### src/rtl/tmr_pkg.sv
package tmr_pkg;
  localparam int DIV_W = 11;
  localparam int NIB_W = 4;

  typedef enum logic [1:0] {
    PIN_PORT   = 2'b00,
    PIN_TOGGLE = 2'b01,
    PIN_LOW    = 2'b10,
    PIN_HIGH   = 2'b11
  } pin_mode_e;

  typedef enum logic [1:0] {
    REG_MODE = 2'd0,
    REG_PIN  = 2'd1,
    REG_LDLO = 2'd2,
    REG_LDHI = 2'd3
  } reg_addr_e;

  localparam logic [2:0] TAP_EXT = 3'd7;

  // Low-bit mask of the divider whose all-ones state marks a tick.
  function automatic logic [DIV_W-1:0] tap_mask(input logic [2:0] code);
    logic [DIV_W-1:0] m;
    case (code)
      3'd0:    m = DIV_W'(2047);
      3'd1:    m = DIV_W'(511);
      3'd2:    m = DIV_W'(127);
      3'd3:    m = DIV_W'(31);
      3'd4:    m = DIV_W'(7);
      3'd5:    m = DIV_W'(3);
      3'd6:    m = DIV_W'(1);
      default: m = '0;
    endcase
    return m;
  endfunction
endpackage

### src/rtl/tmr_prescale.sv
module tmr_prescale
  import tmr_pkg::*;
(
  input  logic       clk,
  input  logic       rst_n,
  input  logic [2:0] tap_sel_i,
  input  logic       evt_i,
  output logic       tick_o
);
  logic [DIV_W-1:0] div_q;
  logic             s1_q, s2_q, s3_q;
  logic             int_tick, ext_tick;

  always_ff @(posedge clk or negedge rst_n) begin
    if (!rst_n) begin
      div_q <= '0;
      s1_q  <= 1'b0;
      s2_q  <= 1'b0;
      s3_q  <= 1'b0;
    end else begin
      div_q <= div_q + 1'b1;
      s1_q  <= evt_i;
      s2_q  <= s1_q;
      s3_q  <= s2_q;
    end
  end

  always_comb begin
    int_tick = (tap_sel_i != TAP_EXT) && (&(div_q | ~tap_mask(tap_sel_i)));
    ext_tick = (tap_sel_i == TAP_EXT) && s2_q && !s3_q;
    tick_o   = int_tick || ext_tick;
  end


  int_tick_single_chk: assert property (@(posedge clk) disable iff (!rst_n)
    int_tick |=> !int_tick);

  ext_tick_single_chk: assert property (@(posedge clk) disable iff (!rst_n)
    ext_tick |=> !ext_tick);
endmodule

### src/rtl/tmr_count.sv
module tmr_count #(
  parameter int CNT_W = 8
) (
  input  logic             clk,
  input  logic             rst_n,
  input  logic             tick_i,
  input  logic             reload_en_i,
  input  logic             load_i,
  input  logic [CNT_W-1:0] load_val_i,
  input  logic [CNT_W-1:0] rel_val_i,
  output logic [CNT_W-1:0] cnt_o,
  output logic             ovf_o
);
  localparam logic [CNT_W-1:0] CNT_MAX = '1;

  logic [CNT_W-1:0] cnt_q;
  logic             ovf_q;
  logic             wrap;

  assign wrap = tick_i && !load_i && (cnt_q == CNT_MAX);

  always_ff @(posedge clk or negedge rst_n) begin
    if (!rst_n) begin
      cnt_q <= '0;
      ovf_q <= 1'b0;
    end else begin
      ovf_q <= wrap;
      if (load_i)
        cnt_q <= load_val_i;
      else if (wrap)
        cnt_q <= reload_en_i ? rel_val_i : '0;
      else if (tick_i)
        cnt_q <= cnt_q + 1'b1;
    end
  end

  assign cnt_o = cnt_q;
  assign ovf_o = ovf_q;


  ovf_from_max_chk: assert property (@(posedge clk) disable iff (!rst_n)
    ovf_q |-> $past(cnt_q) == CNT_MAX);

  free_wrap_zero_chk: assert property (@(posedge clk) disable iff (!rst_n)
    (ovf_q && !$past(reload_en_i)) |-> cnt_q == '0);

  reload_value_chk: assert property (@(posedge clk) disable iff (!rst_n)
    (ovf_q && $past(reload_en_i)) |-> cnt_q == $past(rel_val_i));

  load_value_chk: assert property (@(posedge clk) disable iff (!rst_n)
    $past(load_i) |-> cnt_q == $past(load_val_i));

  ovf_single_chk: assert property (@(posedge clk) disable iff (!rst_n)
    ovf_q |=> !ovf_q);
endmodule

### src/rtl/tmr_pinout.sv
module tmr_pinout
  import tmr_pkg::*;
(
  input  logic      clk,
  input  logic      rst_n,
  input  logic      ovf_i,
  input  pin_mode_e pin_mode_i,
  input  logic      port_i,
  output logic      pin_o
);
  logic tog_q;

  always_ff @(posedge clk or negedge rst_n) begin
    if (!rst_n)     tog_q <= 1'b0;
    else if (ovf_i) tog_q <= ~tog_q;
  end

  always_comb begin
    case (pin_mode_i)
      PIN_PORT:   pin_o = port_i;
      PIN_TOGGLE: pin_o = tog_q;
      PIN_LOW:    pin_o = 1'b0;
      default:    pin_o = 1'b1;
    endcase
  end


  toggle_cause_chk: assert property (@(posedge clk) disable iff (!rst_n)
    (tog_q != $past(tog_q)) |-> $past(ovf_i));
endmodule

### src/rtl/prescaled_timer8.sv
module prescaled_timer8
  import tmr_pkg::*;
(
  input  logic       clk,
  input  logic       rst_n,
  input  logic       wr_en_i,
  input  logic [1:0] wr_addr_i,
  input  logic [3:0] wr_data_i,
  input  logic       evt_i,
  input  logic       port_i,
  output logic       pin_o,
  output logic [7:0] cnt_o,
  output logic       ovf_o
);
  localparam int CNT_W = 2 * NIB_W;

  logic [NIB_W-1:0] mode_pend_q, mode_q, ld_lo_q, ld_hi_q;
  logic             pend_v_q;
  pin_mode_e        pin_mode_q;
  logic             mode_wr, pin_wr, lo_wr, hi_wr, tick;

  always_comb begin
    mode_wr = wr_en_i && (wr_addr_i == REG_MODE);
    pin_wr  = wr_en_i && (wr_addr_i == REG_PIN);
    lo_wr   = wr_en_i && (wr_addr_i == REG_LDLO);
    hi_wr   = wr_en_i && (wr_addr_i == REG_LDHI);
  end

  // Mode write is staged one cycle before it becomes active.
  always_ff @(posedge clk or negedge rst_n) begin
    if (!rst_n) begin
      mode_pend_q <= '0;
      pend_v_q    <= 1'b0;
      mode_q      <= '0;
      pin_mode_q  <= PIN_PORT;
      ld_lo_q     <= '0;
    end else begin
      pend_v_q <= mode_wr;
      if (mode_wr)  mode_pend_q <= wr_data_i;
      if (pend_v_q) mode_q      <= mode_pend_q;
      if (pin_wr)   pin_mode_q  <= pin_mode_e'(wr_data_i[1:0]);
      if (lo_wr)    ld_lo_q     <= wr_data_i;
    end
  end

  // Upper load nibble carries no reset value.
  always_ff @(posedge clk) begin
    if (hi_wr) ld_hi_q <= wr_data_i;
  end

  tmr_prescale u_pre (
    .clk       (clk),
    .rst_n     (rst_n),
    .tap_sel_i (mode_q[2:0]),
    .evt_i     (evt_i),
    .tick_o    (tick)
  );

  tmr_count #(.CNT_W(CNT_W)) u_cnt (
    .clk         (clk),
    .rst_n       (rst_n),
    .tick_i      (tick),
    .reload_en_i (mode_q[3]),
    .load_i      (hi_wr),
    .load_val_i  ({wr_data_i, ld_lo_q}),
    .rel_val_i   ({ld_hi_q, ld_lo_q}),
    .cnt_o       (cnt_o),
    .ovf_o       (ovf_o)
  );

  tmr_pinout u_pin (
    .clk        (clk),
    .rst_n      (rst_n),
    .ovf_i      (ovf_o),
    .pin_mode_i (pin_mode_q),
    .port_i     (port_i),
    .pin_o      (pin_o)
  );


  mode_delay_chk: assert property (@(posedge clk) disable iff (!rst_n)
    (mode_q != $past(mode_q)) |-> $past(mode_wr, 2));
endmodule

### config.mk
export PLATFORM = sky130hd
export DESIGN_NAME = prescaled_timer8
export DESIGN_NICKNAME = d
export VERILOG_FILES = /design/src/rtl/tmr_pkg.sv /design/src/rtl/tmr_prescale.sv /design/src/rtl/tmr_count.sv /design/src/rtl/tmr_pinout.sv /design/src/rtl/prescaled_timer8.sv
export SDC_FILE = /design/constraint.sdc
export NUM_CORES = 1
export LEC_CHECK = 0
export ABC_AREA = 0
export BUFFER_PORTS_ARGS = -buffer_cell sky130_fd_sc_hd__buf_2
export CORE_ASPECT_RATIO = 0.8
export CORE_MARGIN = 2
export CORE_UTILIZATION = 60
export CTS_BUF_LIST = sky130_fd_sc_hd__clkbuf_8
export CTS_CLUSTER_DIAMETER = 50
export DETAILED_ROUTE_END_ITERATION = 12
export HOLD_SLACK_MARGIN = 0.12
export PLACE_DENSITY = 0.81
export SLEW_MARGIN = 15
export SYNTH_ARGS = -nofsm -noshare
export SYNTH_HDL_FRONTEND = slang
export SYNTH_SLANG_ARGS = --single-unit
### constraint.sdc
create_clock -name clk -period 2 [get_ports clk]
set_input_delay 0.1 -clock clk [delete_from_list [all_inputs] [get_ports clk]]
set_output_delay 0.1 -clock clk [all_outputs]
set_load 0.1 [all_outputs]
# Yosys cells after proc, flatten, opt, wreduce, memory -nomap -nowiden
# Cells that the tools add are included.
# W data, S select, Z words.
[word_totals]
input_bits = 11
word_cells = 55
ff_bits = 43
out_inout_bits = 10
[classes]
n_addsub = 2
n_reduce_logical = 17
n_bitwise = 3
eq_ne = 14
n_mux = 6
[op_table]
columns = ["cell", "count"]
rows = [
  ["$pmux W11 S7", 1],
  ["$mux W8", 4],
  ["$eq A3 B3 Y1 const B", 4],
  ["$add A11 B1 Y11 const B", 1],
  ["$not A11 Y11", 1],
  ["$or A11 B11 Y11", 1],
  ["$reduce_and A11 Y1", 1],
  ["$logic_and A1 B1 Y1", 9],
  ["$add A8 B1 Y8 const B", 1],
  ["$eq A8 B8 Y1 const B", 1],
  ["$eq A2 B2 Y1 const B", 3],
  ["$eq A3 B2 Y1 const B", 2],
  ["$eq A2 B1 Y1 const B", 2],
  ["$logic_not A2 Y1", 2],
  ["$eq A3 B1 Y1 const B", 1],
  ["$logic_not A3 Y1", 1],
  ["$ne A3 B3 Y1 const B", 1],
  ["$pmux W1 S3", 1],
  ["$reduce_bool A3 Y1", 1],
  ["$logic_not A1 Y1", 2],
  ["$logic_or A1 B1 Y1", 1],
  ["$not A1 Y1", 1],
]

# Logic depth before layout (Yosys ltp)
# Gate-level depths: netlist of run 1.
[depth]
word_depth = 11
ltp_mapped = 8
ltp_nobuf = 7

# By module
# From an unflattened synthesis of run 1, not the netlist that was laid out.
[hier_totals]
hier_cells = 169
area_unflattened_um2 = 1958.1
[by_module_without_submodules]
columns = ["module", "cells_per_inst", "area_each_um2", "seq_area_each_um2", "instances"]
rows = [
  ["prescaled_timer8", 37, 694.4, 495.5, 1],
  ["tmr_count", 76, 626.9, 225.2, 1],
  ["tmr_prescale", 51, 586.8, 350.3, 1],
  ["tmr_pinout", 5, 50.0, 25.0, 1],
]

# Worst setup path after synthesis of run 1
# Ideal clock, no wire load.
[synth_path]
path_type = "reg-to-reg"
from = "register u_cnt.cnt_q[0] (netlist: u_cnt.cnt_o[0])"
to = "register u_cnt.cnt_q[5] (netlist: u_cnt.cnt_o[5])"
setup_ps = 69
t_required_ps = 1931
slack_ps = -389
n_path_buf = 0
path_stages_with_launch = 6
period_less_slack_ps = 2389
arrival_time_ps = 2320
cell_sequence = "dfrtp_1 -> ha_1 -> nand4_1 -> or2_2 -> a2111oi_0 -> a221o_1"
[synth_between]
elab_chain_cells = 4
word_cells_on_any_way = 7
cone_classes = "1 x add/sub; 1 x eq/ne; 3 x mux; 2 x reduce/logical"
[synth_rtl]
columns = ["element", "line_no", "text"]
rows = [
  ["start, declared", "tmr_count.sv:16", "logic [CNT_W-1:0] cnt_q;"],
  ["start signal, assigned", "tmr_count.sv:29", "cnt_q <= load_val_i;"],
  ["start signal, assigned", "tmr_count.sv:31", "cnt_q <= reload_en_i ? rel_val_i : '0;"],
  ["start signal, assigned", "tmr_count.sv:33", "cnt_q <= cnt_q + 1'b1;"],
  ["$add A8 B1 Y8 or $eq A8 B8 Y1 (tied branches)", "tmr_count.sv:33, tmr_count.sv:20", ""],
  ["$mux W8 or $logic_and A1 B1 Y1 (tied branches)", "tmr_count.sv:32, tmr_count.sv:20", ""],
  ["$mux W8", "tmr_count.sv:30", "else if (wrap)"],
  ["$mux W8", "tmr_count.sv:28", "if (load_i)"],
]
# Several ways; a longest one is shown, not always the timed one. The select of a mux whose other input is x is not followed.
# A chain may end at the register's enable or synchronous reset.

# Worst setup path in the final report of run 1
[layout_path]
from = "register mode_q[2]"
to = "register u_cnt.cnt_q[2] (netlist: u_cnt.cnt_o[2])"
[layout_between]
elab_chain_cells = 11
word_cells_on_any_way = 22
cone_classes = "8 x eq/ne; 3 x mux; 2 x bitwise; 9 x reduce/logical"
[layout_rtl]
columns = ["element", "line_no", "text"]
rows = [
  ["start, declared", "prescaled_timer8.sv:17", "logic [NIB_W-1:0] mode_pend_q, mode_q, ld_lo_q, ld_hi_q;"],
  ["start signal, assigned", "prescaled_timer8.sv:40", "if (pend_v_q) mode_q <= mode_pend_q;"],
  ["$eq A3 B3 Y1, or another cell as far along", "tmr_pkg.sv:24", "case (code)"],
  ["$pmux W11 S7", "tmr_pkg.sv:24", ""],
  ["$not A11 Y11", "tmr_prescale.sv:29", "int_tick = (tap_sel_i != TAP_EXT) && (&(div_q | ~tap_mask(tap_sel_i)));"],
  ["$or A11 B11 Y11", "tmr_prescale.sv:29", ""],
  ["$reduce_and A11 Y1", "tmr_prescale.sv:29", ""],
  ["$logic_and A1 B1 Y1", "tmr_prescale.sv:29", ""],
  ["$logic_or A1 B1 Y1 (*)", "tmr_prescale.sv:31", "tick_o = int_tick || ext_tick;"],
  ["$logic_and A1 B1 Y1 (2 in series)", "tmr_count.sv:20", "assign wrap = tick_i && !load_i && (cnt_q == CNT_MAX);"],
  ["$mux W8", "tmr_count.sv:30", ""],
  ["$mux W8", "tmr_count.sv:28", ""],
]
# Every way passes the cells marked *; elsewhere a longest branch is shown, timed or not.

==> metrics.cfg, run 1 <==
[run_status]
status = finished clean

[floorplan]
start_util_pct = 62.5
core_sq_um = 3090
pin_count = 21
rows = 18
die_h_microns = 54.7
die_width_microns = 67.4
die_area_sq_um = 3690

[clock_tree]
clk_latency_ns = 0.30
path_clk_slew_ns = 0.08
htreeDepth = 2
cts_buffer_depth = 2
cts_made_buffers = 5
clock-sinks = 43
root_buffer = clkbuf_8
cts_tree = built

[grt]
grt_pass1_vias = 1278
overflow = 0
grt_start_max_net_pins = 40
grt_pass1_wl_microns = 6270
grt_antenna_before_repair = 0
track_usage_pct = 24.4

[timing]
setup_ws_ns = 0.0545
rsz0062_at_grt = true
setup_violations = 0
period_needed_ns = 1.95
period_share_pct = 97.3
relSlewSlack_pct = 44.3
drv_slew = 0
worst_pin_slew_ns = 0.836
setup_tns_ns = 0
finClkSkew_ns = 0.00343
hold_viol_final = 0
fmax_mhz = 514

[synth]
synth_seq_cells = 43
yosys_warnings = 0
yosys.area_share.simple_pct = 16.0
synthDistinctLibCells = 37
synth_edf_count = 4
synth_top_area_cell = dfrtp_1
synthMuxAreaShare_pct = 8.18
syn-num-nets = 181
synth.top_cell.area_share_pct = 50.6
seq_area_frac_synth_pct = 56.8
synth_flop_cell = dfrtp_1
synth_compound_area_share_pct = 10.4
syn_inst = 168
synthAdderAreaFrac_pct = 1.30
synth_area_leaders = dfrtp_1 51%, mux2_2 8.2%, edfxtp_1 6.2%
ys_async_sr_fraction_pct = 90.7
synth_area_sq_um = 1930
synth_xor_area_share_pct = 5.45
syn_area_per_cell_sq_um = 11.5
synth_top_family_by_area = simple AND/OR/NAND/NOR gates

[place]
post-place-cells = 227
hpwl_microns = 2750
gp_congestion = 0.898
io_buffers = 20
dp_slack_ns = -0.0390
dpl-instance-area_sq_um = 2090

[final_layout]
drive_gt1_share_pct = 31.6
final_area_sq_um = 2340
final_nets = 218
final_cell_mix = 31 x dfrtp_1, 20 x buf_2, 17 x nand3_1
fin_cells = 246
diodes = 0
synthToLayoutAreaGrowth_pct = 21.6
layout_commonest_cell = dfrtp_1

[critical_path]
critPathArrivalTime_ns = 2.12
reg2reg_slack_ns = 0.05
crit_required_ns = 2.17
critPathCaptureType = flop
path_max_fanout = 6
critPathKind = flop to flop
critical_path.startpoint_type = flop

[power_and_ir_drop]
irDropWorstVdd_mv = 0.733
total_power_w = 0.00280
leakagePower_nw = 0.977
power_density_nw_per_um2 = 1190

[detailed_routing]
vias = 1509
drtIter0Drc = 141
routed_via_density = 6.13
drt-total-wl_microns = 4140
drc = 0
wl_per_cell_microns = 16.8
drtPass1Iterations = 4
ant_nets = 0

[job]
drv_cap = 0

[hold_path]
min_path_type = input port to flop

[layer usage]
layer | vias to the layer above | global-route usage [%] | share of wire [%]
li1 | 696 | - | -
met5 | - | 0 | 0
met4 | 0 | 9.18 | 2.1
met1 | 724 | 34.9 | 45
met3 | 11 | 6.17 | 7.7
met2 | 78 | 36.1 | 45
[state kept, by name, summed over array words and instances (netlist names), 2 cells and up]
register	count
ld_hi_q	4
ld_lo_q	4
mode_pend_q	4
mode_q	4
pin_mode_q	2
u_cnt.cnt_o	8
u_pre.div_q	11
[where the power goes]
group | switching, W | total [W] | leakage (nW) | internal, W
logic | 0.000673 | 0.000923 | 0.414 | 0.000250
registers | 0.000181 | 0.00121 | 0.504 | 0.00103
clock network | 0.000297 | 0.000668 | 0.0581 | 0.000372
total | 0.00115 | 0.00280 | 0.977 | 0.00165
[logic make-up after synthesis]
family	Yosys count
xor gates and xnor gates	12
muxes	14
buffers and inverters	7
adders and majority gates	2
AOI/OAI and AO/OA	29
and+or+nand+nor	61
DFF	43
[worst max-delay path, cell delays in order, from the launching register on]
cell and delay (ns):
dfrtp_1 0.47, a211oi_1 0.28, nand2_1 0.12, a31oi_2 0.28, a21o_2 0.20, o21ai_0 0.10
or3_1 0.38
[stage by stage]
step	hold slack, ns	util (%)
6_report	0.274	76.0
2_1_floorplan	-0.196	-
5_1_grt	0.277	76.0
4_1_cts	0.256	74.7
3_3_place_gp	0.210	67.8
3_5_place_dp	0.210	67.8
[cell type report]
class                           count  area [sq um]
Sequential cell                    43          1110
Fill cell                         181           741
Tap cell                           40          50.0
Multi-Input combinational cell    119           842
Clock inverter                      3          43.8
Inverter                            3          11.3
Clock buffer                        5          68.8
Timing Repair Buffer               33           218
[timing repair]
action | CTS | global route
setup endpoints to repair | 2 | 6
resized for setup | 2 | 6
hold endpoints to repair | 52 | 0
pin swaps | 0 | 1
buffers inserted | 2 | 0
hold buffers | 8 | 0
cloned | 0 | 1
[worst paths after layout]
check	from	to	depth (start not counted)
setup / recovery	mode_q[2]	u_cnt.cnt_o[2]	6
hold / removal	wr_en_i	pin_mode_q[0]	3
setup reg to reg	mode_q[2]	u_cnt.cnt_o[2]	6
hold reg to reg	u_pre.s1_q	u_pre.s2_q	0
max in group asynchronous	rst_n	u_cnt.cnt_o[1]	2
min in group asynchronous	rst_n	u_pre.div_q[3]	2
[Yosys cell counts, types with 2 or more instances]
cell type	n
dfrtp_1	39
nor3_1	2
nand3b_1	2
o311ai_1	2
ha_1	2
mux2_2	14
a21oi_1	6
edfxtp_1	4
o21ai_0	8
nand3_1	17
nand4_1	3
and3_1	3
a221o_1	2
clkbuf_1	2
xor2_1	6
inv_1	3
xnor2_1	6
a211oi_1	2
nor2_1	10
nand2_1	16
a31oi_1	3
Note: power is estimated with default switching activity, not from simulation.
==> run 2, diff against run 1 <==
--- a/config.mk
+++ b/config.mk
@@ -9,12 +9,12 @@
 export BUFFER_PORTS_ARGS = -buffer_cell sky130_fd_sc_hd__buf_2
 export CORE_ASPECT_RATIO = 0.8
 export CORE_MARGIN = 2
-export CORE_UTILIZATION = 60
+export CORE_UTILIZATION = 55
 export CTS_BUF_LIST = sky130_fd_sc_hd__clkbuf_8
 export CTS_CLUSTER_DIAMETER = 50
 export DETAILED_ROUTE_END_ITERATION = 12
 export HOLD_SLACK_MARGIN = 0.12
-export PLACE_DENSITY = 0.81
+export PLACE_DENSITY = 0.75
 export SLEW_MARGIN = 15
 export SYNTH_ARGS = -nofsm -noshare
 export SYNTH_HDL_FRONTEND = slang
==> metrics.cfg, run 2 (synthesis gave the netlist of run 1 again) <==
[final_layout]
drive_gt1_share_pct = 30.6  ; -0.97 points
largest_register_ffs = 11  ; unchanged
regMostFlops = u_pre.div_q
fill_cells = 262  ; +45%
final_nets = 218  ; unchanged
synthToLayoutAreaGrowth_pct = 21.2
final_cell_mix = 32 x dfrtp_1, 20 x buf_2, 17 x nand3_1
layout_commonest_cell = dfrtp_1
diodes = 0  ; unchanged
final_core_utilization_pct = 68.7  ; -7.3 points

[power_and_ir_drop]
total_power_w = 0.00277  ; -1.1%
clock_power_share_pct = 23.9  ; about the same
p_sw_share_pct = 40.7  ; -0.44 points
combPwrFrac_pct = 32.8  ; -0.2 points
irDropWorstVdd_mv = 0.623  ; -15%
power_density_nw_per_um2 = 1190  ; -0.68%
leakagePower_nw = 0.974  ; -0.26%
p_switching_w = 0.00113  ; -2.1%
p_int_w = 0.00164  ; -0.31%
seq_power_share_pct = 43.3  ; about the same

[grt]
grt_pass1_wl_microns = 6380  ; +1.8%
grt_start_max_net_pins = 40  ; unchanged
grt_util_met1_pct = 30.8  ; -4.1 points
top_usage_layer = met1
overflow = 0  ; unchanged
use_met2_pct = 29.1  ; -7.0 points
gr-usage-met3_pct = 4.77  ; -1.4 points
grt_pass1_vias = 1329  ; +4.0%
grt_antenna_before_repair = 0  ; unchanged
track_usage_pct = 20.7  ; -3.7 points

[detailed_routing]
drc = 0  ; unchanged
routed_via_density = 5.96  ; -2.9%
drt-total-wl_microns = 4000  ; -3.5%
vias = 1477  ; -2.1%
drtIter0Drc = 130  ; -7.8%
wl_per_cell_microns = 16.1  ; -4.3%
ant_nets = 0  ; unchanged
drtPass1Iterations = 4  ; unchanged

[place]
io_buffers = 20  ; unchanged
dp_slack_ns = 0.119  ; +0.158 ns
hpwl_microns = 2650  ; -3.7%
gp_congestion = 0.942  ; +4.9%

[critical_path]
critical_path.startpoint_type = flop
crit_chain = ha_1 > nand4_1 > nor2_2 > nor2_1 > a31oi_1 > nor3_1 > a221o_1
crit_required_ns = 2.18  ; about the same
rr_startpoint = u_cnt.cnt_o[0]
path_buf_inv = 0  ; unchanged
worst_r2r_path_depth = 7  ; +1
crit_path_top_delay_cell = dfrtp_4
critPathMaxStageDelay_ns = 0.45  ; -0.02 ns
critPathKind = flop to flop
path_max_fanout = 6  ; unchanged
crit_family = simple AND/OR/NAND/NOR gates
critPathCaptureType = flop
r2r_end = u_cnt.cnt_o[3]
critPathArrivalTime_ns = 2.10  ; -0.02 ns
reg2reg_slack_ns = 0.08  ; +0.02 ns

[timing]
period_share_pct = 96.2  ; -1.1 points
setup_ws_ns = 0.0764  ; +0.0218 ns
setup_tns_ns = 0  ; unchanged
drv_slew = 0  ; unchanged
setup_violations = 0  ; unchanged
relSlewSlack_pct = 44.2  ; about the same
hold_viol_final = 0  ; unchanged
finClkSkew_ns = 0.0116  ; +0.00812 ns
fmax_mhz = 520  ; +1.1%
period_needed_ns = 1.92  ; -0.0218 ns
whs_ns = 0.176  ; -0.0986 ns
worst_pin_slew_ns = 0.837  ; +0.000592 ns

[floorplan]
die_width_microns = 70.2  ; +4.2%
pin_count = 21  ; unchanged
rows = 19  ; +1
die_area_sq_um = 4000  ; +8.5%
die_h_microns = 57.0  ; +4.1%
core_sq_um = 3400  ; +10%
start_util_pct = 56.7  ; -5.8 points

[clock_tree]
cts_buffer_depth = 2  ; unchanged
cts_tree = built
path_clk_slew_ns = 0.08  ; about the same
clk_latency_ns = 0.30  ; about the same
cts_made_buffers = 5  ; unchanged
clock-sinks = 43  ; unchanged
htreeDepth = 2  ; unchanged
root_buffer = clkbuf_8

[hold_path]
min_to = pend_v_q
hold_start = wr_en_i
worstHoldPathCells = 2  ; -1
min_path_type = input port to flop

[job]
drv_cap = 0  ; unchanged

[run_status]
status = finished clean

run 2: layout make-up:
class	count	area, sq um	share of cell area [%]
clock buffers	5	68.8	2.95
clock inverters	3	43.8	1.87
inverters	3	11.3	0.482
multi-input cells	119	832	35.6
flip-flops and latches	43	1110	47.5
well taps	42	52.6	2.25
repair buffers	33	218	9.32
run 2: worst max-delay path by stage:
stage	from	cells after the start	slack (ns)	endpoint
2_1_floorplan	u_cnt.cnt_o[6]	4	0.0009	u_cnt.cnt_o[5]
3_3_place_gp	mode_q[2]	6	0.18	u_cnt.cnt_o[2]
3_5_place_dp	mode_q[1]	6	0.12	u_cnt.cnt_o[5]
4_1_cts	mode_q[2]	6	0.1	u_cnt.cnt_o[2]
5_1_grt	u_cnt.cnt_o[0]	7	-0.04	u_cnt.cnt_o[3]
6_report	u_cnt.cnt_o[0]	7	0.08	u_cnt.cnt_o[3]
run 2: power by group through the flow:
stage                     sequential (W)  combinational [W]  clock [W]
after global placement           0.00119           0.000831          0
after floorplan                  0.00155           0.000318          0
after global routing             0.00122           0.000949   0.000717
after detailed placement         0.00120           0.000846          0
final                            0.00120           0.000909   0.000663
after CTS                        0.00119           0.000860   0.000679
run 2: stage by stage:
| stage | std cells | area, sq um |
|---|---|---|
| finish | 248 | 2340 |
| global route | 248 | 2340 |
| CTS | 245 | 2290 |
| detailed placement | 229 | 2090 |
| global placement | 229 | 2090 |
| floorplan | 168 | 1940 |
run 2: worst reg2reg max path: cells and delay by family (launching register included):
kind | cells | cell delay (ns)
flops | 1 | 0.45
fa+ha+maj | 1 | 0.21
compound gates | 2 | 0.47
simple gates | 4 | 0.68
run 2: metal layers:
metal,part of all wire [%],vias to the layer above,wire (microns)
li1,-,694,-
met1,46,705,1850
met2,44,68,1780
met3,7.6,10,304
met4,1.7,0,68
met5,0,-,0
run 2: timing repair:
item                       in CTS  in global routing
resized for setup               0                  5
hold buffers                    8                  0
hold endpoints to repair       52                  0
setup endpoints to repair       0                  3
setup buffers                   0                  2
==> run 3, diff against run 2 <==
--- a/config.mk
+++ b/config.mk
@@ -7,6 +7,7 @@
 export LEC_CHECK = 0
 export ABC_AREA = 0
 export BUFFER_PORTS_ARGS = -buffer_cell sky130_fd_sc_hd__buf_2
+export CAP_MARGIN = 40
 export CORE_ASPECT_RATIO = 0.8
 export CORE_MARGIN = 2
 export CORE_UTILIZATION = 55
@@ -18,4 +19,5 @@
 export SLEW_MARGIN = 15
 export SYNTH_ARGS = -nofsm -noshare
 export SYNTH_HDL_FRONTEND = slang
+export SYNTH_HIERARCHICAL = 1
 export SYNTH_SLANG_ARGS = --single-unit
==> metrics.cfg, run 3 <==
[timing]
finClkSkew_ns = 0.00737  ; -0.00419 ns
relSlewSlack_pct = 67.9  ; +24 points
hold_viol_final = 0  ; unchanged
setup_ws_ns = 0.144  ; +0.0673 ns
period_share_pct = 92.8  ; -3.4 points
worst_pin_slew_ns = 0.485  ; -0.351 ns
rsz0062_at_grt = false
fmax_mhz = 539  ; +3.6%
setup_violations = 0  ; unchanged
setup_tns_ns = 0  ; unchanged
drv_slew = 0  ; unchanged
period_needed_ns = 1.86  ; -0.0673 ns

[detailed_routing]
drtPass1Iterations = 4  ; unchanged
routed_via_density = 5.87  ; -1.4%
vias = 1456  ; -1.4%
met2_length_microns = 1720  ; -3.0%
drc = 0  ; unchanged
met3_length_microns = 221  ; -27%
wl_per_cell_microns = 15.6  ; -3.3%
m1WireLength_microns = 1870  ; +1.4%
drtIter0Drc = 110  ; -15%
highest_layer = met4
drt-total-wl_microns = 3860  ; -3.3%
ant_nets = 0  ; unchanged

[grt]
grt_start_max_net_pins = 40  ; unchanged
grt_pass1_vias = 1361  ; +2.4%
track_usage_pct = 20.7  ; about the same
overflow = 0  ; unchanged
grt_pass1_wl_microns = 6480  ; +1.6%
grt_antenna_before_repair = 0  ; unchanged

[power_and_ir_drop]
irDropWorstVdd_mv = 0.863  ; +39%
power_density_nw_per_um2 = 1270  ; +6.7%
clock_power_share_pct = 19.5  ; -4.4 points
seq_power_share_pct = 41.9  ; -1.4 points
p_switching_w = 0.00129  ; +14%
combPwrFrac_pct = 38.6  ; +5.8 points
p_sw_share_pct = 43.7  ; +3.1 points
leakagePower_nw = 1.03  ; +5.8%
p_int_w = 0.00166  ; +0.98%

[critical_path]
worst_r2r_path_depth = 8  ; +1
critical_path.startpoint_type = flop
reg2reg_slack_ns = 0.14  ; +0.07 ns
rr_startpoint = mode_q[1]
critPathArrivalTime_ns = 2.08  ; -0.02 ns
crit_required_ns = 2.22  ; +0.04 ns
path_max_fanout = 8  ; +2
critPathKind = flop to flop
r2r_end = u_cnt/cnt_o[3]
critPathCaptureType = flop

[floorplan]
core_sq_um = 3420  ; +0.70%
die_h_microns = 57.4  ; +0.72%
rows = 19  ; unchanged
pin_count = 21  ; unchanged
start_util_pct = 57.2  ; +0.48 points
die_width_microns = 70.7  ; +0.73%
die_area_sq_um = 4060  ; +1.5%

[synth]
syn_area_per_cell_sq_um = 11.6  ; +0.96%
syn_inst = 169  ; +0.60%
synth_area_leaders = dfrtp_1 50%, mux2_2 8.1%, edfxtp_1 6.1%
syn-num-nets = 182  ; +0.55%
synth_edf_count = 4  ; unchanged
seq_area_frac_synth_pct = 56.0  ; -0.87 points
synth_seq_cells = 43  ; unchanged
synth_most_common_cell = dfrtp_1
synth_commonest_cells = 39 x dfrtp_1, 15 x a21oi_1, 14 x mux2_2
ys_async_sr_fraction_pct = 90.7  ; unchanged
synth_top_area_cell = dfrtp_1
synth_flop_cell = dfrtp_1
synth.top_cell.area_share_pct = 49.8  ; -0.78 points
yosys_warnings = 6  ; +6
synth_area_sq_um = 1960  ; +1.6%
synthDistinctLibCells = 39  ; +5.4%

[clock_tree]
clk_latency_ns = 0.29  ; about the same
clock-sinks = 43  ; unchanged
cts_tree = built
cts_made_buffers = 5  ; unchanged
htreeDepth = 2  ; unchanged
path_clk_slew_ns = 0.08  ; about the same
cts_buffer_depth = 2  ; unchanged
post_cts_buffers = 0  ; unchanged
root_buffer = clkbuf_8

[place]
dpl-instance-area_sq_um = 2130  ; +1.7%
io_buffers = 20  ; unchanged
gp_congestion = 0.892  ; -5.3%
dp_slack_ns = 0.112  ; -0.00689 ns
hpwl_microns = 2770  ; +4.8%

[final_layout]
drive_gt1_share_pct = 28.2  ; -2.4 points
final_nets = 218  ; unchanged
fill_cells = 261  ; -0.38%
layout_commonest_cell = dfrtp_1
synthToLayoutAreaGrowth_pct = 19.0
final_area_sq_um = 2330  ; -0.21%
regMostFlops = u_pre/div_q
largest_register_ffs = 11  ; unchanged
final_cell_mix = 33 x dfrtp_1, 20 x buf_2, 15 x a21oi_1
diodes = 0  ; unchanged

[run_status]
status = finished clean

[job]
drv_cap = 0  ; unchanged

[hold_path]
min_path_type = input port to asynchronous set/reset pin

run 3: cell types whose count changed after synthesis, sizes merged, moves of 3 or more:
cell | previous run | this run
o311ai | 3 | 0
nor3b | 1 | 4
a21oi | 6 | 15
o21ai | 8 | 5
xor2 | 6 | 9
nand3 | 17 | 10
nand2 | 16 | 9
run 3: cells by family after synthesis:
group	synth area share, %
simple gates	17.1
flops	56.0
compound gates	9.33
mux	8.56
xor+xnor	6.26
buf+inv	1.53
fa+ha+maj	1.28
run 3: repair_timing:
item,in CTS,in global routing
gates resized for setup,0,2
hold endpoints to repair,50,0
hold buffers,8,0
setup endpoints to repair,0,5
run 3: routing by layer:
metal | GRT usage (%) | vias to the layer above
li1 | - | 688
met1 | 30.4 | 712
met2 | 31.2 | 49
met3 | 4.42 | 7
met4 | 6.20 | 0
met5 | 0 | -
run 3: area by class of cell:
type	count	area (sq um)	share of cell area [%]
inverters	5	18.8	0.805
clock buffers	7	96.3	4.13
well taps	42	52.6	2.25
repair buffers	32	223	9.55
multi-input cells	118	833	35.7
clock inverters	1	3.75	0.161
flip-flops and latches	43	1100	47.3
run 3: worst max-delay path by stage:
stage | start | slack (ns) | endpoint
finish | mode_q[1] | 0.14 | u_cnt/cnt_o[3]
global route | mode_q[1] | 0.03 | u_cnt/cnt_o[3]
global placement | u_pre/div_q[2] | 0.26 | u_cnt/cnt_o[6]
floorplan | u_cnt/cnt_o[5] | 0.02 | u_cnt/cnt_o[3]
detailed placement | u_pre/div_q[2] | 0.11 | u_cnt/cnt_o[2]
CTS | u_pre/div_q[2] | 0.1 | u_cnt/cnt_o[3]
run 3: critical path: stages (launching register included):
cell	delay [ns]
dfrtp_1	0.44
and3_1	0.21
nor4_1	0.26
a32o_2	0.24
buf_4	0.17
inv_1	0.06
nor2_1	0.20
nand3_1	0.11
nand3_1	0.10
run 3: per-stage QoR:
stage | utilization (%) | hold WS (ns) | total power, W | std cells
final | 68.1 | 0.200 | 0.00295 | 248
after global routing | 68.1 | 0.234 | 0.00310 | 248
after CTS | 67.4 | 0.248 | 0.00295 | 247
after detailed placement | 62.2 | 0.210 | 0.00237 | 231
after global placement | 62.2 | 0.209 | 0.00234 | 231
after floorplan | - | -0.196 | 0.00212 | 169
run 3: power groups by stage:
stage / combinational [W] / clock [W] / sequential [W]
4_1_cts: 0.00113 / 0.000587 / 0.00123
5_1_grt: 0.00120 / 0.000636 / 0.00126
3_3_place_gp: 0.00110 / 0 / 0.00124
2_1_floorplan: 0.000418 / 0 / 0.00170
3_5_place_dp: 0.00112 / 0 / 0.00125
6_report: 0.00114 / 0.000574 / 0.00124
